## config.mk

```make
export PLATFORM = sky130hd
export DESIGN_NAME = qspi_cmd_seq
export DESIGN_NICKNAME = d
export VERILOG_FILES = /design/src/rtl/qspi_seq_pkg.sv /design/src/rtl/qspi_sclk_gen.sv /design/src/rtl/qspi_io_ctrl.sv /design/src/rtl/qspi_cmd_seq.sv
export SDC_FILE = /design/constraint.sdc
export NUM_CORES = 1
export LEC_CHECK = 0
export BUFFER_PORTS_ARGS = -buffer_cell sky130_fd_sc_hd__buf_4
export CORE_ASPECT_RATIO = 1.1
export CORE_MARGIN = 4
export CORE_UTILIZATION = 30
export CTS_CLUSTER_DIAMETER = 100
export DETAILED_ROUTE_END_ITERATION = 16
export HOLD_SLACK_MARGIN = 0.08
export SYNTH_ARGS = -nofsm -noshare
export SYNTH_HDL_FRONTEND = slang
export SYNTH_SLANG_ARGS = --single-unit
```

## constraint.sdc

```tcl
create_clock -name clk -period 4.1 [get_ports clk]
set_clock_uncertainty 0.05 [all_clocks]
set_input_delay 1.025 -clock clk [delete_from_list [all_inputs] [get_ports clk]]
set_output_delay 1.025 -clock clk [all_outputs]
set_load 0.005 [all_outputs]
```

## src/rtl/qspi_seq_pkg.sv

```systemverilog
package qspi_seq_pkg;

    localparam int OPC_W  = 8;
    localparam int ADDR_W = 32;
    localparam int INT_W  = 4;
    localparam int LEN_W  = 16;

    localparam logic [1:0] BW_1 = 2'd0;
    localparam logic [1:0] BW_2 = 2'd1;
    localparam logic [1:0] BW_4 = 2'd2;

    typedef enum logic [1:0] {
        PH_IDLE = 2'd0,
        PH_XFER = 2'd1,
        PH_TURN = 2'd2
    } phase_e;

    // order of the values is the order of transmission
    typedef enum logic [1:0] {
        FLD_OP   = 2'd0,
        FLD_ADDR = 2'd1,
        FLD_INT  = 2'd2,
        FLD_DATA = 2'd3
    } field_e;

    typedef struct packed {
        logic [OPC_W-1:0] opcode;
        logic             skip_op;
        logic             addr_en;
        logic             addr4;
        logic [INT_W-1:0] int_len;
        logic [7:0]       int_byte;
        logic [LEN_W-1:0] data_len;
        logic             data_wr;
        logic [1:0]       w_op;
        logic [1:0]       w_addr;
        logic [1:0]       w_int;
        logic [1:0]       w_data;
    } cmd_cfg_t;

    function automatic logic [1:0] norm_w(input logic [1:0] w);
        return (w == 2'd3) ? BW_1 : w;
    endfunction

endpackage

```

## src/rtl/qspi_sclk_gen.sv

```systemverilog
module qspi_sclk_gen #(
    parameter int DIV_W = 8
) (
    input  logic             clk,
    input  logic             rst_n,
    input  logic             run,
    input  logic [DIV_W-1:0] half,
    output logic             tick
);
    logic [DIV_W-1:0] cnt_d, cnt_q;
    logic [DIV_W-1:0] lim;

    always_comb begin
        lim   = (half == '0) ? '0 : half - 1'b1;
        tick  = run && (cnt_q == lim);
        cnt_d = (!run || tick) ? '0 : cnt_q + 1'b1;
    end

    always_ff @(posedge clk or negedge rst_n) begin
        if (!rst_n) cnt_q <= '0;
        else        cnt_q <= cnt_d;
    end

    // half period never overruns while running
    p_half_bound_r3: assert property (@(posedge clk) disable iff (!rst_n)
        run |-> (cnt_q <= lim));

endmodule

```

## src/rtl/qspi_io_ctrl.sv

```systemverilog
module qspi_io_ctrl
    import qspi_seq_pkg::*;
(
    input  phase_e     phase,
    input  logic [1:0] width,
    input  logic       in_field,
    input  logic       turn_hiz,
    input  logic [3:0] top_nib,
    output logic [3:0] oe,
    output logic [3:0] out
);
    always_comb begin
        oe  = 4'b0001;
        out = 4'b0000;
        if (phase == PH_TURN && turn_hiz) begin
            oe = 4'b0000;
        end else if (phase == PH_XFER) begin
            case (width)
                BW_2: begin
                    oe  = in_field ? 4'b0000 : 4'b0011;
                    out = {2'b00, top_nib[3:2]};
                end
                BW_4: begin
                    oe  = in_field ? 4'b0000 : 4'b1111;
                    out = top_nib;
                end
                default: begin
                    oe  = 4'b0001;
                    out = {3'b000, top_nib[3]};
                end
            endcase
        end
    end
endmodule

```

## src/rtl/qspi_cmd_seq.sv

```systemverilog
module qspi_cmd_seq
    import qspi_seq_pkg::*;
#(
    parameter int DIV_W = 8
) (
    input  logic              clk,
    input  logic              rst_n,
    input  logic [DIV_W-1:0]  sck_half,
    input  logic              req_valid,
    input  logic [OPC_W-1:0]  req_opcode,
    input  logic              req_skip_op,
    input  logic [ADDR_W-1:0] req_addr,
    input  logic              req_addr_en,
    input  logic              req_addr4,
    input  logic [INT_W-1:0]  req_int_len,
    input  logic [7:0]        req_int_byte,
    input  logic [LEN_W-1:0]  req_data_len,
    input  logic              req_data_wr,
    input  logic [1:0]        req_w_op,
    input  logic [1:0]        req_w_addr,
    input  logic [1:0]        req_w_int,
    input  logic [1:0]        req_w_data,
    output logic              busy,
    input  logic [7:0]        wr_data,
    output logic              wr_take,
    output logic [7:0]        rd_data,
    output logic              rd_valid,
    output logic              spi_cs_n,
    output logic              spi_sck,
    input  logic [3:0]        io_in,
    output logic [3:0]        io_out,
    output logic [3:0]        io_oe
);

    typedef struct packed {
        phase_e            phase;
        field_e            field;
        logic [1:0]        width;
        logic              in_field;
        logic [LEN_W-1:0]  bytes_left;
        logic [2:0]        beats_left;
        logic [7:0]        sr;
        logic [7:0]        rsr;
        logic [ADDR_W-1:0] addr;
        logic              sck;
        logic              cs_n;
        logic              turn_half;
        logic              turn_hiz;
        logic              rd_valid;
        logic [7:0]        rd_data;
        logic              wr_take;
        cmd_cfg_t          cfg;
    } st_t;

    st_t st_d, st_q;
    logic tick;

    // lowest present field at or after index 'from'; bit 2 flags a hit
    function automatic logic [2:0] next_fld(input logic [3:0] pres, input logic [2:0] from);
        logic [2:0] r;
        r = 3'b000;
        for (int i = 3; i >= 0; i--) begin
            if (pres[i] && (3'(i) >= from)) r = {1'b1, 2'(i)};
        end
        return r;
    endfunction

    function automatic logic [3:0] fields_of(input cmd_cfg_t c);
        return {c.data_len != '0, c.int_len != '0, c.addr_en, !c.skip_op};
    endfunction

    qspi_sclk_gen #(.DIV_W(DIV_W)) u_sclk (
        .clk   (clk),
        .rst_n (rst_n),
        .run   (st_q.phase != PH_IDLE),
        .half  (sck_half),
        .tick  (tick)
    );

    qspi_io_ctrl u_io (
        .phase    (st_q.phase),
        .width    (st_q.width),
        .in_field (st_q.in_field),
        .turn_hiz (st_q.turn_hiz),
        .top_nib  (st_q.sr[7:4]),
        .oe       (io_oe),
        .out      (io_out)
    );

    cmd_cfg_t          cfg_in, cfg_src;
    logic [ADDR_W-1:0] addr_src;
    logic              accept;
    logic              do_load, ld_first;
    field_e            ld_field;
    logic [2:0]        nf;
    logic [7:0]        rsr_nx;
    logic [1:0]        ld_w;
    logic [LEN_W-1:0]  ld_cnt;

    always_comb begin
        cfg_in.opcode   = req_opcode;
        cfg_in.skip_op  = req_skip_op;
        cfg_in.addr_en  = req_addr_en;
        cfg_in.addr4    = req_addr4;
        cfg_in.int_len  = req_int_len;
        cfg_in.int_byte = req_int_byte;
        cfg_in.data_len = req_data_len;
        cfg_in.data_wr  = req_data_wr;
        cfg_in.w_op     = norm_w(req_w_op);
        cfg_in.w_addr   = norm_w(req_w_addr);
        cfg_in.w_int    = norm_w(req_w_int);
        cfg_in.w_data   = norm_w(req_w_data);

        accept   = (st_q.phase == PH_IDLE) && req_valid && (fields_of(cfg_in) != 4'b0000);
        cfg_src  = accept ? cfg_in : st_q.cfg;
        addr_src = accept ? (req_addr4 ? req_addr : {req_addr[23:0], 8'h00}) : st_q.addr;

        st_d          = st_q;
        st_d.rd_valid = 1'b0;
        st_d.wr_take  = 1'b0;
        do_load       = 1'b0;
        ld_first      = 1'b0;
        ld_field      = FLD_OP;
        nf            = 3'b000;

        case (st_q.width)
            BW_2:    rsr_nx = {st_q.rsr[5:0], io_in[1:0]};
            BW_4:    rsr_nx = {st_q.rsr[3:0], io_in};
            default: rsr_nx = {st_q.rsr[6:0], io_in[1]};
        endcase

        case (st_q.phase)
            PH_IDLE: begin
                if (accept) begin
                    st_d.cfg   = cfg_in;
                    st_d.phase = PH_XFER;
                    st_d.cs_n  = 1'b0;
                    st_d.sck   = 1'b0;
                    st_d.addr  = addr_src;
                    nf         = next_fld(fields_of(cfg_in), 3'd0);
                    do_load    = 1'b1;
                    ld_first   = 1'b1;
                    ld_field   = field_e'(nf[1:0]);
                end
            end
            PH_XFER: begin
                if (tick) begin
                    if (!st_q.sck) begin
                        st_d.sck = 1'b1;
                        if (st_q.in_field) begin
                            st_d.rsr = rsr_nx;
                            if (st_q.beats_left == 3'd0) begin
                                st_d.rd_valid = 1'b1;
                                st_d.rd_data  = rsr_nx;
                            end
                        end
                    end else begin
                        st_d.sck = 1'b0;
                        if (st_q.beats_left != 3'd0) begin
                            st_d.beats_left = st_q.beats_left - 3'd1;
                            case (st_q.width)
                                BW_2:    st_d.sr = st_q.sr << 2;
                                BW_4:    st_d.sr = st_q.sr << 4;
                                default: st_d.sr = st_q.sr << 1;
                            endcase
                        end else if (st_q.bytes_left != '0) begin
                            do_load  = 1'b1;
                            ld_field = st_q.field;
                        end else begin
                            nf = next_fld(fields_of(st_q.cfg), {1'b0, st_q.field} + 3'd1);
                            if (nf[2]) begin
                                do_load  = 1'b1;
                                ld_first = 1'b1;
                                ld_field = field_e'(nf[1:0]);
                            end else begin
                                st_d.cs_n      = 1'b1;
                                st_d.phase     = PH_TURN;
                                st_d.turn_half = 1'b0;
                                st_d.turn_hiz  = st_q.in_field && (st_q.width != BW_1);
                            end
                        end
                    end
                end
            end
            PH_TURN: begin
                if (tick) begin
                    if (!st_q.turn_half) begin
                        st_d.turn_half = 1'b1;
                    end else begin
                        st_d.phase     = PH_IDLE;
                        st_d.turn_half = 1'b0;
                        st_d.turn_hiz  = 1'b0;
                    end
                end
            end
            default: st_d.phase = PH_IDLE;
        endcase

        // byte loader shared by every field
        case (ld_field)
            FLD_OP:   begin ld_w = cfg_src.w_op;   ld_cnt = LEN_W'(1); end
            FLD_ADDR: begin ld_w = cfg_src.w_addr; ld_cnt = cfg_src.addr4 ? LEN_W'(4) : LEN_W'(3); end
            FLD_INT:  begin ld_w = cfg_src.w_int;  ld_cnt = LEN_W'(cfg_src.int_len); end
            default:  begin ld_w = cfg_src.w_data; ld_cnt = cfg_src.data_len; end
        endcase

        if (do_load) begin
            st_d.field      = ld_field;
            st_d.width      = ld_w;
            st_d.in_field   = (ld_field == FLD_DATA) && !cfg_src.data_wr;
            st_d.bytes_left = ld_first ? ld_cnt - 1'b1 : st_q.bytes_left - 1'b1;
            case (ld_w)
                BW_2:    st_d.beats_left = 3'd3;
                BW_4:    st_d.beats_left = 3'd1;
                default: st_d.beats_left = 3'd7;
            endcase
            case (ld_field)
                FLD_OP:   st_d.sr = cfg_src.opcode;
                FLD_ADDR: begin
                    st_d.sr   = addr_src[ADDR_W-1 -: 8];
                    st_d.addr = addr_src << 8;
                end
                FLD_INT:  st_d.sr = cfg_src.int_byte;
                default: begin
                    st_d.sr      = cfg_src.data_wr ? wr_data : 8'h00;
                    st_d.wr_take = cfg_src.data_wr;
                end
            endcase
        end
    end

    always_ff @(posedge clk or negedge rst_n) begin
        if (!rst_n) begin
            st_q      <= '0;
            st_q.cs_n <= 1'b1;
        end else begin
            st_q <= st_d;
        end
    end

    assign busy     = (st_q.phase != PH_IDLE);
    assign spi_cs_n = st_q.cs_n;
    assign spi_sck  = st_q.sck;
    assign rd_valid = st_q.rd_valid;
    assign rd_data  = st_q.rd_data;
    assign wr_take  = st_q.wr_take;

    // no clock activity with chip select released
    p_sck_quiet_r3: assert property (@(posedge clk) disable iff (!rst_n)
        st_q.cs_n |-> !st_q.sck);
    // a command only opens from the idle state
    p_cs_open_idle_r2: assert property (@(posedge clk) disable iff (!rst_n)
        $fell(st_q.cs_n) |-> ($past(st_q.phase) == PH_IDLE));
    // chip select rise always enters the turnaround
    p_turn_after_cs_r7: assert property (@(posedge clk) disable iff (!rst_n)
        $rose(st_q.cs_n) |-> (st_q.phase == PH_TURN));
    // read strobe lasts one cycle
    p_rd_pulse_r8: assert property (@(posedge clk) disable iff (!rst_n)
        st_q.rd_valid |=> !st_q.rd_valid);
    // write takes only in write commands
    p_take_dir_r9: assert property (@(posedge clk) disable iff (!rst_n)
        st_q.wr_take |-> st_q.cfg.data_wr);
    // idle enables
    p_idle_oe_r6: assert property (@(posedge clk) disable iff (!rst_n)
        !busy |-> (io_oe == 4'b0001));
    // upper lines only in quad fields
    p_upper_quad_r6: assert property (@(posedge clk) disable iff (!rst_n)
        (|io_oe[3:2]) |-> (st_q.width == BW_4));
    // chip select low implies busy
    p_cs_busy_r10: assert property (@(posedge clk) disable iff (!rst_n)
        !st_q.cs_n |-> busy);

endmodule

```

==> results summary, run 1 <==
The run finished with clean final reports. The clock latency of the later-clocked register in the worst-skew pair is 0.43 ns. The worst-case clock buffer depth is 2. Setup slack on the critical path of the routed design comes to between 0.1 and 0.15 ns.

The kind of critical path is primary input to flop. The required time reported for the critical path endpoint is ~4.4 ns. At the pin with the least slew margin, the transition time is ~0.88 ns. The combined global-route utilization of all metal layers is 16.30%. The reported max-cap violation count is 0. Cells with a size suffix above 1 make up a little over a quarter of the layout. In this run the worst path has a maximum fanout of 7.

The number of nets produced by synthesis came out at roughly 1100. The fraction of registers with async set/reset is between 90% and 100%. The maximum number of pins on one net before global-route repair is 62.

Relative to the synthesized area, the layout overhead comes to 30.40%. The final critical path takes up a little over nine tenths of the cycle. The number of placed I/O pins came out at about 120. The placeable core region is 27790 um^2. The via count of the first global-routing pass was roughly 7700.

Along the worst hold path, the cell count comes to 2. The analysis attributes to net switching a power of about 0.93 mW. The post-synthesis register bit count came out at roughly 140. Counting cells, the worst reg-to-reg path comes to 11.

The first-pass detailed-route iteration total is 5. The mean instance size in the synthesized netlist is ~9 um^2. The critical path capture point type is a flop. The number of levels in the clock H-tree came out at 4. The via count normalized by instance count came out at between 5 and 6. In this run the critical register-to-register path is launched from st_q[117]. Setup repair after global routing could not meet its margin everywhere.

The die outline area is roughly 31000 um^2. At the end of the flow, the number of nets in the layout was approximately 1300. The area occupied by multi-input gates came out at roughly 4600 um^2. For this design the ratio of total power to cell area is ~320 nW/um^2. STA classifies the critical path startpoint as a primary input. TritonCTS built the clock tree. In this run the most critical hold path is launched from spi_cs_n. Cells fill roughly 40% of the core in the end.

Of the total power, the share spent switching nets is 26.64%. The number of cells produced by synthesis is approximately 970. The clock sink count is around 140. The initial antenna violation count is 0. The overall power after layout is 3.483 mW. The total via count in the routed design came out at just under 8000. Of the synthesized area, sequential elements account for around two fifths. The setup slack on the worst flop-to-flop path is around 0.20 ns. Counting the buffers created by CTS gives 17. After layout, the minimum clock period comes to 3.961 ns. At the end of routability-driven placement, the weighted congestion stood at ~0.88. The post-detailed-route count of antenna-violating nets is 0.

The number of inserted filler cells in the final layout is 2837. The endpoint identified for the worst register-to-register timing path is st_q[119]. The most critical setup path has its startpoint at sck_half[7]. The count of inserted antenna diode cells is 0. The tree is rooted in a clkbuf_16. The global-route wire length before repair came out at just over 40000 um. The y dimension of the die is 184.2 um. The normalized max-slew margin came out at 41.15%. Detailed placement ended at an HPWL of between 15000 and 20000 um. For hold timing, the worst endpoint is spi_cs_n. The part of the total power dissipated in the clock network is 45.1%. Internal power comes to ~2.6 mW.

The number of design-rule violations left by the first detailed-router iteration came out at just over 500. In this run the cell area of the synthesized design comes to ~8500 um^2. The maximum vdd ir drop is around 0.18 mV. The footprint of the flip-flops and latches is approximately 3600 um^2. The number of max-slew violations in the final report came out at 0.

The maximum achievable frequency came out at around 250 MHz. Clock-pin slew was measured on the worst setup and hold paths at ~0.060 ns. The leading register cell type out of synthesis is dfrtp_1. The worst-case setup slack after placement is -0.3144 ns. In this run, the combinational gates consume between 10% and 20% of the power. Yosys printed 0 warnings.

Setup total negative slack on the finished layout was measured at 0 ns. The routed wire length is 25420 um. The final count of hold timing violations is 0. Summed over all cells, the static leakage comes to about 5.3 nW. Counting flops with a built-in enable in the synthesized netlist gives 0. The aggregate global routing overflow is 0. The setup-violating endpoint count in the final report came out at 0.

The per-cell routed wire length is approximately 17 um. The overall die width came out at ~170 um. The number of buffers added to fix hold violations after cts is 0. The floorplan has 64 rows. The data arrival time of the critical path is approximately 4.2 ns.

For this run, design rule violations remaining after detail routing come to 0. The worst hold slack after final layout came out at approximately 0.42 ns. Sequential cells burn 44.1% of the power. The unique cell type count in the Yosys netlist came out at 83. The starting density of the core came out at a little under a third.

The tightest min-delay check is of the flop to flop type. The count of buffers inserted at the top-level ports came out at between 100 and 150.
## critical path: stages
cell and delay [ns]:
buf_4 0.11, or4_4 0.52, buf_4 0.16, o211a_1 0.21, a211oi_2 0.17, a211oi_2 0.07, buf_4 0.17, and2_4 0.19
a31oi_4 0.19, mux2i_1 0.22, o31ai_4 0.48, o2111ai_2 0.21, a21o_1 0.22, a221o_1 0.28
## cells in the mapped netlist (all sizes together), types with 10 or more instances
master,n,area (um^2)
nand2,162,608.1
dfrtp,141,3528
nor2,89,341.6
o21ai,61,309.0
a21oi,60,300.3
mux2i,59,590.6
clkbuf,40,150.1
inv,30,112.6
nor3,30,150.1
buf,25,156.4
nand3,23,132.6
and3,17,106.4
a22oi,15,112.6
mux2,14,157.6
nand2b,13,81.33
nor4,13,96.34
a31oi,11,83.83
and2,10,65.07
## what timing repair did
item | 4_1_cts | 5_1_grt
hold endpoints to repair | 0 | 0
resized for setup | 0 | 7
setup buffers | 0 | 1
setup endpoints to repair | 0 | 11
## flip-flops by register name, summed over array words and instances (netlist names)
name,flops
spi_sck,1
st_q,122
wr_take,1
spi_cs_n,1
rd_data,8
u_sclk.cnt_q,8
rd_valid,1
## worst max path at each step
stage | endpoint | slack (ns)
after floorplan | st_q[127] | -0.13
after global placement | st_q[119] | -0.19
after detailed placement | st_q[119] | -0.31
after CTS | st_q[119] | 0.15
after global routing | st_q[123] | -0.01
final | st_q[119] | 0.14
## layout by cell type (no fill, tap or decap), types with 8 or more instances in the layout
cell	n
or3_1	8
dfrtp_1	141
clkbuf_16	17
nand2b_1	13
o21ai_0	56
nand2_1	161
nor4_1	11
a21oi_1	60
buf_4	222
a31oi_1	10
mux2i_1	59
nor2_1	88
nand3_1	20
and3_1	17
a22oi_1	15
mux2_2	13
xor2_1	8
inv_1	28
and2_1	8
nor3_1	29
## layer usage
metal | global-route usage [%] | wire, um | share of wire, % | up-vias
met5 | 0 | 0 | 0 | -
met4 | 5.714 | 587 | 2.3 | 0
met3 | 2.917 | 1204 | 4.7 | 38
met2 | 27.57 | 12550 | 49 | 200
met1 | 21.06 | 11080 | 44 | 3759
li1 | - | - | - | 3819
## stage by stage
stage	cells	cell area, um^2
CTS	1522	10990
global placement	1490	10410
floorplan	967	8524
detailed placement	1490	10410
finish	1524	11040
global route	1524	11040
## layout make-up
cell class | instances | share of cell area (%)
repair buffers | 226 | 15.66
flip-flops and latches | 142 | 32.20
clock buffers | 19 | 3.921
clock inverters | 13 | 1.394
well taps | 363 | 4.114
inverters | 30 | 1.020
multi-input cells | 731 | 41.69
## kinds of logic after synthesis
kind of cell    Yosys count  share of synthesized area, %
compound gates          230                         18.64
simple gates            405                         22.92
buf+inv                  95                         4.950
fa+ha+maj                 9                         1.330
mux                      73                         8.837
xor+xnor                 13                         1.345
flops                   142                         41.98
## power groups by stage
stage	registers [mW]	logic, mW	clock network, mW
after global placement	1.56	0.368	0
final	1.54	0.377	1.57
after floorplan	1.52	0.209	0
after global routing	1.55	0.417	1.66
after detailed placement	1.56	0.375	0
after CTS	1.54	0.377	1.60
(Power assumes the default switching activity.)
==> inputs of run 2 (changes only) <==
--- a/config.mk
+++ b/config.mk
@@ -12,6 +12,7 @@
 export CTS_CLUSTER_DIAMETER = 100
 export DETAILED_ROUTE_END_ITERATION = 16
 export HOLD_SLACK_MARGIN = 0.08
+export REMOVE_ABC_BUFFERS = 1
 export SYNTH_ARGS = -nofsm -noshare
 export SYNTH_HDL_FRONTEND = slang
 export SYNTH_SLANG_ARGS = --single-unit
==> run 2 against run 1 <==
Compared with the run above:
- first-iteration DRC count down 1.6%
- sequential cell count unchanged
- via count up 1.9%
- critical endpoint is now st_q[121]
- die area unchanged
- sequential share of layout area down 1.4 points
==> results summary, run 2 (synthesis results as in run 1) <==
The slew at the pin with the worst max-slew slack is 0.7062 ns (-0.1765 ns). The via count of the first global-routing pass is 7789 (+0.88%). The required time reported for the critical path endpoint is 4.35 ns (about the same). The shortest period the worst path allows came out at 4.038 ns (+0.07732 ns).

The combinational cell fraction of total power came to 12.5% (+1.7 points). The cell-internal power was 2.553 mW (about the same). The total via count in the routed design is 7964 (+1.9%). The DRC violations left is 0 (unchanged). The net switching component of the power came out at 0.9808 mW (+5.7%).

The layout overhead on the synthesized area is 36.15%. The number of max-slew violations in the final report was 0 (unchanged). The number of placed I/O pins was 124 (unchanged). The count of buffers inserted at the top-level ports is 123 (unchanged).

The number of nets in the final layout is 1304 (+3.5%). The clock latency of the later-clocked register in the worst-skew pair is 0.43 ns (about the same). The sum of net half-perimeters after detailed placement is 19010 um (-1.5%). The overall power after layout was 3.534 mW (+1.5%). The reported max-cap violation count came out at 0 (unchanged). The overall die width came to 168.2 um (unchanged).

The fraction of layout cells with a size suffix above 1 came out at 30.37% (+3.8 points). The final count of hold timing violations came out at 0 (unchanged). The combined global-route utilization of all metal layers is 16.15% (-0.15 points).

The number of design-rule violations left by the first detailed-router iteration is 500 (-1.6%). The starting density of the core was 30.47% (unchanged). STA classifies the critical path endpoint as a flop. The number of buffers added to fix hold violations after cts is 0 (unchanged).

The total power per unit cell area came out at 306.6 nW/um^2 (-2.8%). The post-place instance area came out at 10640 um^2 (+2.3%). The setup-violating endpoint count in the final report came out at 0 (unchanged).

The die outline area came out at 30980 um^2 (unchanged). The global-route wire length before repair came out at 40450 um (-0.10%). The relative contribution of sequential cells to total power was 43.4% (-0.7 points). The type of the tightest min-delay check is flop to flop.

The initial antenna violation count is 0 (unchanged). The data arrival time of the critical path came out at 4.28 ns (+0.06 ns). The aggregate global routing overflow is 0 (unchanged). The placeable core region came out at 27790 um^2 (unchanged). The normalized max-slew margin is 52.92% (+12 points). The y dimension of the die is 184.2 um (unchanged).

The static leakage is 5.601 nW (+4.9%). By startpoint and endpoint, the worst setup path is classified as primary input to flop. The total negative setup slack is 0 ns (unchanged). The number of rows created at floorplan came out at 64 (unchanged). The maximum number of pins on one net before global-route repair was 93 (+50%). The worst-case clock buffer depth came out at 2 (unchanged). The first-pass detailed-route iteration total is 5 (unchanged). The number of levels in the clock H-tree came out at 4 (unchanged). More flip-flops sit in one register than any other, and that register is st_q. The count of inserted antenna diode cells came out at 0 (unchanged). The maximum achievable frequency is 247.6 MHz (-1.9%). The clock sink count came out at 142 (unchanged). The library cells used most frequently in the layout, excluding fill and tap cells, are 257 x buf_4, 162 x nand2_1, 141 x dfrtp_1. The per-cell routed wire length came to 16.28 um (-2.4%). The fraction of the cycle the final worst path needs came out at 98.49% (+1.9 points). The switching part of the total power is 27.75% (+1.1 points).

The run finished with clean final reports. The final weighted congestion in routability-driven placement came to 0.8638 (-1.5%). In this run the clock root is driven by a clkbuf_16. The part of the total power dissipated in the clock network came out at 44.1% (-1.0 points). The routed wire length came out at 25530 um (+0.42%). The number of inserted filler cells in the final layout was 2755 (-2.9%).

The final non-filler cell area came out at 11530 um^2 (+4.4%). The highest net fanout along the worst path came to 9 (+2). The number of flip-flops under the largest register name came to 122 (unchanged). The post-detailed-route count of antenna-violating nets came out at 0 (unchanged).

The worst setup path is launched from a primary input. Leaving out fill and tap cells, the most frequent cell in the layout is buf_4. The CTS buffer count came to 17 (unchanged). The maximum vdd ir drop came to 0.2386 mV (+34%).

The via count normalized by instance count is 5.079 (-0.97%). TritonCTS built the clock tree. The clock-pin slew reported for the worst setup and hold paths after clock tree synthesis is 0.07 ns (about the same).
[run 2: cell types whose count changed in the layout (fill, tap and decap cells not counted), moves of 2 or more]
cell,before,now
buf_4,222,257
buf_6,2,10
nor4_4,1,3
inv_8,1,3
nor4_1,11,7
mux2i_1,59,57
inv_4,0,2
nor4_2,1,3
clkbuf_1,2,0
inv_2,2,0
nor3b_4,0,2
[run 2: path summary, 6_finish.rpt]
check                       startpoint        end  slack (ns)  depth (start not counted)
max                        sck_half[5]  st_q[121]        0.06                         16
min                           spi_cs_n   spi_cs_n        0.41                          2
max reg2reg                  st_q[121]  st_q[121]        0.28                         14
min reg2reg                   spi_cs_n   spi_cs_n        0.41                          2
max in group asynchronous        rst_n  st_q[103]        2.61                          2
min in group asynchronous        rst_n   st_q[15]        0.56                          1
[run 2: cell type report]
class                      instances  area, um^2  share of cell area (%)
tap                              363       454.2                   3.940
sequential                       142        3555                   30.84
clock buffer                      18       439.2                   3.810
clock inverter                    14       143.9                   1.248
timing repair buffer             271        2117                   18.37
multi-input combinational        730        4701                   40.78
inverter                          30       117.6                   1.020
[run 2: power groups by stage]
stage / Sequential, mW / Combinational [mW] / Clock [mW]
floorplan: 1.53 / 0.174 / 0
global placement: 1.55 / 0.399 / 0
detailed placement: 1.55 / 0.407 / 0
CTS: 1.52 / 0.413 / 1.60
global route: 1.54 / 0.494 / 1.66
finish: 1.53 / 0.442 / 1.56
[run 2: routing by layer]
metal / wire, um / global-route usage, % / part of all wire [%]
met3: 1186 / 3.089 / 4.6
met2: 12310 / 27.11 / 48
met1: 11410 / 20.98 / 45
met5: 0 / 0 / 0
met4: 612 / 5.519 / 2.4
[run 2: repair_timing]
action                     4_1_cts  5_1_grt
setup buffers                    2        8
pin swaps                        8       15
gates resized for setup         10       37
setup endpoints to repair       13       13
[run 2: critical path, cell delays in order]
cell,delay (ns)
buf_4,0.11
or4_4,0.56
buf_4,0.16
a31oi_1,0.17
o2111ai_1,0.16
and4_4,0.26
and4_4,0.17
buf_4,0.18
o21ai_1,0.23
mux2i_4,0.14
o31ai_4,0.32
buf_6,0.16
nand2_1,0.06
buf_4,0.14
o311ai_0,0.30
nand4_1,0.13
[run 2: through the flow]
step                hold WS [ns]  setup slack, ns  util, %  std cells
floorplan                 0.3834           -3.302        -        902
global placement          0.3983          -0.6458    38.29       1526
detailed placement        0.4005          -0.7554    38.29       1526
CTS                       0.4123         0.006394    40.64       1560
global route              0.4429         -0.06372    41.49       1568
finish                    0.4072          0.06188    41.49       1568
